### config.mk
export PLATFORM = sky130hd
export DESIGN_NAME = gtick_top
export DESIGN_NICKNAME = d
export VERILOG_FILES = /design/src/rtl/gtick_pkg.sv /design/src/rtl/gtick_regif.sv /design/src/rtl/gtick_prescale.sv /design/src/rtl/gtick_count64.sv /design/src/rtl/gtick_top.sv
export SDC_FILE = /design/constraint.sdc
export NUM_CORES = 1
export LEC_CHECK = 0
export ABC_AREA = 1
export CAP_MARGIN = 20
export CORE_UTILIZATION = 57
export DETAILED_ROUTE_END_ITERATION = 12
export GPL_TIMING_DRIVEN = 1
export PLACE_DENSITY = 0.95
export SYNTH_ARGS = -nofsm -noshare
export SYNTH_HDL_FRONTEND = slang
export SYNTH_SLANG_ARGS = --single-unit
### constraint.sdc
create_clock -name clk -period 6.9 [get_ports clk]
set_input_delay 1.38 -clock clk [delete_from_list [all_inputs] [get_ports clk]]
set_output_delay 1.38 -clock clk [all_outputs]
set_load 0.05 [all_outputs]
### src/rtl/gtick_pkg.sv
`timescale 1ns/1ps
// Package: gtick_pkg
// Shared word indices and control-field positions of the tick counter window.
// Assumes 32-bit word access; indices are byte offset divided by four.
package gtick_pkg;
    localparam int unsigned WIDX_CNT_LO = 0;
    localparam int unsigned WIDX_CNT_HI = 1;
    localparam int unsigned WIDX_CTRL   = 2;
    localparam int unsigned EN_POS      = 0;
    localparam int unsigned CMP_LSB     = 1;
    localparam int unsigned PRE_LSB     = 8;
endpackage

### src/rtl/gtick_regif.sv
`timescale 1ns/1ps
// Module: gtick_regif
// Decodes the register window and holds the shared control fields.
// Produces the gated counter-load strobes and the registered read data.
// Assumes a single-cycle request; accesses with addr[1:0] != 0 are ignored.
module gtick_regif
    import gtick_pkg::*;
#(
    parameter int unsigned DATA_W = 32,
    parameter int unsigned ADDR_W = 5,
    parameter int unsigned PRE_W  = 8,
    parameter int unsigned CMP_W  = 3
) (
    input  logic                  clk,
    input  logic                  rst_n,
    input  logic                  bus_valid,
    input  logic                  bus_write,
    input  logic [ADDR_W-1:0]     bus_addr,
    input  logic [DATA_W-1:0]     bus_wdata,
    input  logic [2*DATA_W-1:0]   cnt_i,
    output logic [DATA_W-1:0]     bus_rdata,
    output logic                  en_o,
    output logic [CMP_W-1:0]      cmp_o,
    output logic [PRE_W-1:0]      pre_o,
    output logic                  wr_lo_o,
    output logic                  wr_hi_o
);
    localparam int unsigned WORD_W = ADDR_W - 2;

    logic              aligned;
    logic [WORD_W-1:0] word_idx;
    logic              acc;
    logic              hit_lo, hit_hi, hit_ctrl;
    logic              en_q;
    logic [CMP_W-1:0]  cmp_q;
    logic [PRE_W-1:0]  pre_q;
    logic [DATA_W-1:0] ctrl_img;
    logic [DATA_W-1:0] rd_mux;

    // Address decode: only word-aligned requests reach a register.
    always_comb begin
        aligned  = (bus_addr[1:0] == 2'b00);
        word_idx = bus_addr[ADDR_W-1:2];
        acc      = bus_valid && aligned;
        hit_lo   = acc && (word_idx == WORD_W'(WIDX_CNT_LO));
        hit_hi   = acc && (word_idx == WORD_W'(WIDX_CNT_HI));
        hit_ctrl = acc && (word_idx == WORD_W'(WIDX_CTRL));
    end

    // Control fields: loaded only by a control write.
    always_ff @(posedge clk) begin
        if (!rst_n) begin
            en_q  <= 1'b0;
            cmp_q <= '0;
            pre_q <= '0;
        end else if (hit_ctrl && bus_write) begin
            en_q  <= bus_wdata[EN_POS];
            cmp_q <= bus_wdata[CMP_LSB +: CMP_W];
            pre_q <= bus_wdata[PRE_LSB +: PRE_W];
        end
    end

    // Control read image: unused bits read as zero.
    always_comb begin
        ctrl_img                    = '0;
        ctrl_img[EN_POS]            = en_q;
        ctrl_img[CMP_LSB +: CMP_W]  = cmp_q;
        ctrl_img[PRE_LSB +: PRE_W]  = pre_q;
    end

    // Read multiplexer: unmapped or misaligned offsets give zero.
    always_comb begin
        rd_mux = '0;
        if (hit_lo)        rd_mux = cnt_i[DATA_W-1:0];
        else if (hit_hi)   rd_mux = cnt_i[2*DATA_W-1:DATA_W];
        else if (hit_ctrl) rd_mux = ctrl_img;
    end

    // Read data register: updated on every read request.
    always_ff @(posedge clk) begin
        if (!rst_n)                      bus_rdata <= '0;
        else if (bus_valid && !bus_write) bus_rdata <= rd_mux;
    end

    // Counter-load strobes: suppressed while the counter runs.
    assign wr_lo_o = hit_lo && bus_write && !en_q;
    assign wr_hi_o = hit_hi && bus_write && !en_q;
    assign en_o    = en_q;
    assign cmp_o   = cmp_q;
    assign pre_o   = pre_q;
endmodule

### src/rtl/gtick_prescale.sv
`timescale 1ns/1ps
// Module: gtick_prescale
// Divide-by-(P+1) step generator. The divider is held at zero while stopped,
// so it restarts on every enable and the first step comes P+1 edges later.
// Assumes P may change while running; a divider past P wraps at once.
module gtick_prescale #(
    parameter int unsigned PRE_W = 8
) (
    input  logic             clk,
    input  logic             rst_n,
    input  logic             en_i,
    input  logic [PRE_W-1:0] pre_i,
    output logic             tick_o
);
    logic [PRE_W-1:0] div_q;

    // Step request: divider has reached the divide value.
    assign tick_o = en_i && (div_q >= pre_i);

    // Divider: cleared while stopped and after each step.
    always_ff @(posedge clk) begin
        if (!rst_n || !en_i) div_q <= '0;
        else if (tick_o)     div_q <= '0;
        else                 div_q <= div_q + 1'b1;
    end
endmodule

### src/rtl/gtick_count64.sv
`timescale 1ns/1ps
// Module: gtick_count64
// Counter built from two halves. A half is loaded from the bus when its strobe
// is set, otherwise it takes its slice of the incremented value.
// Assumes load strobes and step are never active together (regif gates them).
module gtick_count64 #(
    parameter int unsigned HALF_W = 32
) (
    input  logic                clk,
    input  logic                rst_n,
    input  logic                tick_i,
    input  logic                wr_lo_i,
    input  logic                wr_hi_i,
    input  logic [HALF_W-1:0]   wdata_i,
    output logic [2*HALF_W-1:0] cnt_o
);
    localparam int unsigned CNT_W = 2 * HALF_W;

    logic [CNT_W-1:0] cnt_q;
    logic [CNT_W-1:0] cnt_inc;
    logic [1:0]       wr_half;

    assign wr_half = {wr_hi_i, wr_lo_i};
    assign cnt_inc = cnt_q + CNT_W'(tick_i);

    for (genvar h = 0; h < 2; h++) begin : g_half
        logic [HALF_W-1:0] half_q;
        // Half register: bus load has priority over the step value.
        always_ff @(posedge clk) begin
            if (!rst_n)          half_q <= '0;
            else if (wr_half[h]) half_q <= wdata_i;
            else                 half_q <= cnt_inc[h*HALF_W +: HALF_W];
        end
        assign cnt_q[h*HALF_W +: HALF_W] = half_q;
    end

    assign cnt_o = cnt_q;
endmodule

### src/rtl/gtick_top.sv
`timescale 1ns/1ps
// Module: gtick_top
// Shared 64-bit tick counter with a 32-bit register window of 0x20 bytes.
// Assumes ADDR_W = 5, DATA_W = 32, and PRE_W + 8 <= DATA_W.
module gtick_top #(
    parameter int unsigned DATA_W = 32,
    parameter int unsigned ADDR_W = 5,
    parameter int unsigned PRE_W  = 8,
    parameter int unsigned CMP_W  = 3
) (
    input  logic                clk,
    input  logic                rst_n,
    input  logic                bus_valid,
    input  logic                bus_write,
    input  logic [ADDR_W-1:0]   bus_addr,
    input  logic [DATA_W-1:0]   bus_wdata,
    output logic [DATA_W-1:0]   bus_rdata,
    output logic [2*DATA_W-1:0] count_value,
    output logic                timer_en,
    output logic [CMP_W-1:0]    cmp_ctrl
);
    logic             en_w;
    logic [PRE_W-1:0] pre_w;
    logic             wr_lo_w, wr_hi_w;
    logic             cnt_tick;

    gtick_regif #(
        .DATA_W(DATA_W), .ADDR_W(ADDR_W), .PRE_W(PRE_W), .CMP_W(CMP_W)
    ) u_regif (
        .clk(clk), .rst_n(rst_n),
        .bus_valid(bus_valid), .bus_write(bus_write),
        .bus_addr(bus_addr), .bus_wdata(bus_wdata),
        .cnt_i(count_value), .bus_rdata(bus_rdata),
        .en_o(en_w), .cmp_o(cmp_ctrl), .pre_o(pre_w),
        .wr_lo_o(wr_lo_w), .wr_hi_o(wr_hi_w)
    );

    gtick_prescale #(.PRE_W(PRE_W)) u_presc (
        .clk(clk), .rst_n(rst_n), .en_i(en_w), .pre_i(pre_w), .tick_o(cnt_tick)
    );

    gtick_count64 #(.HALF_W(DATA_W)) u_cnt (
        .clk(clk), .rst_n(rst_n), .tick_i(cnt_tick),
        .wr_lo_i(wr_lo_w), .wr_hi_i(wr_hi_w), .wdata_i(bus_wdata),
        .cnt_o(count_value)
    );

    assign timer_en = en_w;
endmodule

* Word level (Yosys, flattened, before mapping)
Cells that the tools add are included.
** Cells by class
- Reductions and logical operators :: 18
- Bitwise gates (word level) :: 0
- Divide/modulo/power cells :: 0
- Multiply operators :: 0
- Add/subtract/negate cells :: 2
- $lt $le $gt $ge :: 1
- Equality and inequality tests :: 2
- Multiplexer cells :: 5
- Shift operators :: 0
** Operators with widths (count)
- $mux 32 :: 4
- $add 64x1->64 :: 1
- $mux 16 :: 1
- $logic_and 1x1->1 :: 11
- $add 8x1->8 const B :: 1
- $ge 8x8->1 :: 1
- $eq 3x1->1 const B :: 1
- $eq 3x2->1 const B :: 1
- $logic_not 1->1 :: 3
- $logic_not 3->1 :: 1
- $logic_not 2->1 :: 1
- $reduce_or 2->1 :: 1
- $logic_or 1x1->1 :: 1
** Word-level totals
- Bits in writable memories :: 0
- Input port bits :: 41
- Memories :: 0
- Output and inout port bits :: 100
- Bits in read-only memories :: 0
- Flip-flop bits (word level) :: 116
- Word-level logic and storage cells :: 35
- Bits in latches :: 0

* Longest topological paths before layout
- Depth after elaboration :: 6
- Gate-level depth with buffers :: 22
- Mapped depth without buffers :: 22

* By module
Synthesis repeated with hierarchy kept, for this count alone.
** Second synthesis, totals
- Cell total of the unflattened synthesis :: 1175
- Area, all modules :: 7423.4 um^2
** Modules (own cells, without submodules)
- gtick_count64 :: area each 4531.8 um^2, seq. area each 1281.2 um^2, times used 1, cells an instance 775
- gtick_regif :: area each 2326.0 um^2, seq. area each 880.8 um^2, times used 1, cells an instance 322
- gtick_prescale :: area each 565.5 um^2, seq. area each 160.2 um^2, times used 1, cells an instance 78

* Least setup slack after synthesis
No wires, ideal clock.
- Path type :: reg-to-reg
- Start point :: reg u_regif.pre_q[7] (netlist: u_regif.pre_o[7])
- End point :: reg u_cnt.g_half[1].half_q[14]
- Library setup time :: 109 ps
- Data arrival time :: 2428 ps
- Slack :: 4363 ps
- Data required time :: 6791 ps
- Buffers on the path :: 0
- Stages on the path, launching flop included :: 22
- Clock period less this slack :: 2537 ps
- Path through :: dfxtp_1 > inv_1 > ha_1 > inv_1 > nor3_1 > nand4_1 > nand3_1 > nand2_1 > inv_1 > ha_1 > ha_1 > nand2_2 > nor2_4 > nand2_1 > nor2_2 > nand2_2 > inv_1 > nand2_1 > nand2_1 > nand3_1 > nand2_1 > inv_1
** On the way
- Longest elaborated chain between the ends :: 4
** RTL lines
- start, declared :: line gtick_regif.sv:36 : logic [PRE_W-1:0] pre_q;
- start signal, assigned :: line gtick_regif.sv:59 : pre_q <= bus_wdata[PRE_LSB +: PRE_W];
- $ge 8x8->1 :: line gtick_prescale.sv:18 : assign tick_o = en_i && (div_q >= pre_i);
- $logic_and 1x1->1 :: line gtick_prescale.sv:18
- $add 64x1->64 :: line gtick_count64.sv:24 : assign cnt_inc = cnt_q + CNT_W'(tick_i);
- $mux 32 :: line gtick_count64.sv:31 : else if (wr_half[h]) half_q <= wdata_i;
- end signal, assigned :: line gtick_count64.sv:31
- end signal, assigned :: line gtick_count64.sv:32 : else half_q <= cnt_inc[h*HALF_W +: HALF_W];
- end, declared :: line gtick_count64.sv:27 : logic [HALF_W-1:0] half_q;
Every way passes these cells.
A chain may end at the register's enable or synchronous reset.

* Worst setup path in the final report
- Start point :: in bus_valid
- End point :: reg u_cnt.g_half[0].half_q[1]
** On the way
- Longest elaborated chain between the ends :: 5
** RTL lines
- start, declared :: line gtick_top.sv:13 : input logic bus_valid,
- $logic_and 1x1->1 :: line gtick_regif.sv:44 : acc = bus_valid && aligned;
- $logic_and 1x1->1 :: line gtick_regif.sv:45 : hit_lo = acc && (word_idx == WORD_W'(WIDX_CNT_LO));
- $logic_and 1x1->1 (2 in a row) :: line gtick_regif.sv:86 : assign wr_lo_o = hit_lo && bus_write && !en_q;
- $mux 32 :: line gtick_count64.sv:31
- end signal, assigned :: line gtick_count64.sv:31
- end signal, assigned :: line gtick_count64.sv:32
- end, declared :: line gtick_count64.sv:27
Every way passes these cells.

==> results_dict.tcl <==
set metrics [dict create \
    cts_buffer_depth 2 \
    cp.arrival_ps 4820 \
    yosys-top-cells-count "nand2_1 (283), inv_1 (171), nor2_1 (146)" \
    syn_area_sq_um 7012 \
    worst_setup_path_start_kind "input pin" \
    cp_slowest_cell "inv_1" \
    drt-wirelength-per-cell_microns 17.70 \
    fin_tns_setup_ps 0 \
    critPathMaxStageDelay_ps 770 \
    crit_family "buffers and inverters" \
    grt-ovfl-total 0 \
    post-cts-setup-buffers 0 \
    ir_drop_uv 181.4 \
    ios 141 \
    first_global_vias 7457 \
    power_density_nw_per_um2 191.1 \
    worstMarginPinSlew_ps 982.4 \
    synth_edf_count 0 \
    ys_ff_latch 116 \
    cts_tree "yes" \
    final_area_sq_um 9056 \
    worstPathCellList "clkdlybuf4s50_1 -> inv_1 -> nor3_2 -> nand2_1 -> inv_2 -> nand2_2 -> inv_1 -> o21ai_0 -> a21oi_1" \
    yosys.area.top_type_share 0.3312 \
    crit_top_cell "inv_1" \
    diodes 0 \
    syn_area_per_cell_sq_um 6.311 \
    wl_microns 24690 \
    core-area_sq_um 12010 \
    portBuffers 140 \
    fin_cells 1395 \
    period_needed_ps 4473 \
    cp_num_buf_inv 4 \
    nets 1288 \
    grt_max_degree 65 \
    cp_max_fo 52 \
    slew_viol_final 0 \
    vias 7991 \
    hold_slack_ps 460.5 \
    grt_pass1_wl_microns 38580 \
    dp.cells 1364 \
    outcome "finished, final reports clean" \
    drtAntennaViolNets 0 \
    drt-vias-per-instance 5.728 \
    antenna_found_initial 0 \
    detail_route.first_pass.iterations 8 \
    path_class "in2reg" \
    finalCritPeriodShare 0.6483 \
    first_iter_violations 963 \
    cts_resized 0 \
    synth-seq-area-share 0.3312 \
    area_delta_synth_final_pct 29.16 \
    rsz0062_at_grt "no" \
    yosys_warnings 0 \
    clk_pin_slew_ps 60 \
    async_flop_share 0 \
    fin_skew_ps 8.659 \
    layout-drive-gt1-share 0.05849 \
    yosys.area.top_type "dfxtp_1" \
    h-tree-depth 4 \
    dpl.hpwl_microns 17930 \
    synth_nets 1163 \
    p_leak_nw 3.834 \
    clk_latency_ps 430 \
    rows 40 \
    synth.area.top_cells "dfxtp_1 (33%), nand2_1 (15%), inv_1 (9.2%), nor2_1 (7.8%), o21ai_0 (6.0%)" \
    die-area_sq_um 12750 \
    hold_violations 0 \
    gp_congestion 1.022 \
    start_util 0.5838 \
    hold_buffers 0 \
    slew_headroom 0.3427 \
    dpl_cell_area_sq_um 8463 \
    setup_viol 0 \
    ys.flop_type "dfxtp_1" \
    cap_violations 0 \
    drc 0 \
    synth.distinct_cells 32 \
    syn_inst 1111 \
    num-fill-cells 922 \
    synth_most_common_cell "nand2_1" \
    die_h_microns 112.9 \
    end_kind "register" \
    hold_class "reg2reg" \
    cts.sinks 116 \
    power_mw 1.731 \
    crit_required_ps 7250 \
    grt_use_total 0.3953 \
    cts-root-buf "clkbuf_16" \
    cts_buffers 17 \
    die_w_microns 112.9 \
    fmax_mhz 223.5 \
]
-- cell type report --
class                           instances  area, sq um  area share
Tap cell                              147        183.9     0.02031
Clock inverter                          8        125.1     0.01382
Multi-Input combinational cell        784         3885      0.4290
Clock buffer                           23        467.9     0.05167
Sequential cell                       116         2322      0.2564
Timing Repair Buffer                  143         1419      0.1567
Inverter                              174        653.1     0.07212
-- state kept, by name, indices dropped and copies added (netlist names) --
register and flops:
u_presc.div_q 8, u_regif.pre_o 8, u_regif.en_o 1, u_regif.bus_rdata 32, u_cnt.g_half.half_q 64, u_regif.cmp_o 3
-- power by group --
part | switching (mW) | internal (mW)
Sequential | 0.00922 | 0.680
Clock | 0.320 | 0.585
Combinational | 0.0840 | 0.0522
-- routing by layer --
| metal | track usage | vias up | part of all wire |
|---|---|---|---|
| met5 | 0 | - | 0 |
| met4 | 0.1895 | 0 | 0.044 |
| met3 | 0.09427 | 92 | 0.097 |
| met2 | 0.6547 | 506 | 0.47 |
| met1 | 0.4849 | 3638 | 0.39 |
| li1 | - | 3755 | - |
-- worst paths after layout --
| kind | cells past startpoint | end | from | slack, ps |
|---|---|---|---|---|
| worst max register to register | 19 | u_cnt.g_half[1].half_q[22] | u_regif.pre_o[7] | 3480 |
| worst min register to register | 1 | u_presc.div_q[0] | u_presc.div_q[0] | 460 |
| worst min-delay path | 1 | u_presc.div_q[0] | u_presc.div_q[0] | 460 |
| worst max-delay path | 9 | u_cnt.g_half[0].half_q[1] | bus_valid | 2430 |
-- logic make-up (layout without fill, tap and decap cells) --
kind of cell               Yosys count  count (layout)  share of synthesized area
and+or+nand+nor                    547             547                     0.3387
AOI/OAI and AO/OA                  194             194                     0.1547
buffers and inverters              211             348                     0.1158
xor gates and xnor gates            32              32                    0.03997
DFF                                116             116                     0.3312
adders and majority gates           11              11                    0.01963
-- cells in the final DEF, fill, tap and decap left out, drive strengths merged --
master / netlist / routed
a21oi: 43 / 43
a31o: 1 / 1
a31oi: 4 / 4
buf: 13 / 4
bufinv: 0 / 3
clkbuf: 24 / 23
clkdlybuf4s50: 0 / 139
clkinv: 0 / 3
clkinvlp: 0 / 1
dfxtp: 116 / 116
ha: 11 / 11
inv: 174 / 175
nand2: 301 / 301
nand3: 62 / 62
nand3b: 2 / 2
nand4: 12 / 12
nor2: 162 / 162
nor3: 5 / 5
nor3b: 1 / 1
o211ai: 22 / 22
o21ai: 108 / 108
o21bai: 8 / 8
o221ai: 8 / 8
or2: 2 / 2
xnor2: 4 / 4
xor2: 28 / 28
-- per-stage QoR --
stage	setup WS, ps	util
floorplan	4363	-
finish	2427	0.7540
CTS	2575	0.7540
detailed placement	2218	0.7046
global route	2196	0.7540
global placement	2348	0.7046
-- worst reg2reg max path, stage by stage, from the launching register on --
cell and delay (ps):
dfxtp_1 310, inv_1 90, ha_1 320, inv_1 50, nor3_1 290, nand4_1 190, nand3_1 140, nand2_1 60
inv_1 60, ha_1 170, ha_1 230, nand2_2 90, nor2_4 160, nand2_1 180, nor2_1 420, nand2_1 170
o21ai_1 160, nand3_1 90, nand2_1 90, inv_1 30
Note: power is estimated with default switching activity, not from simulation.
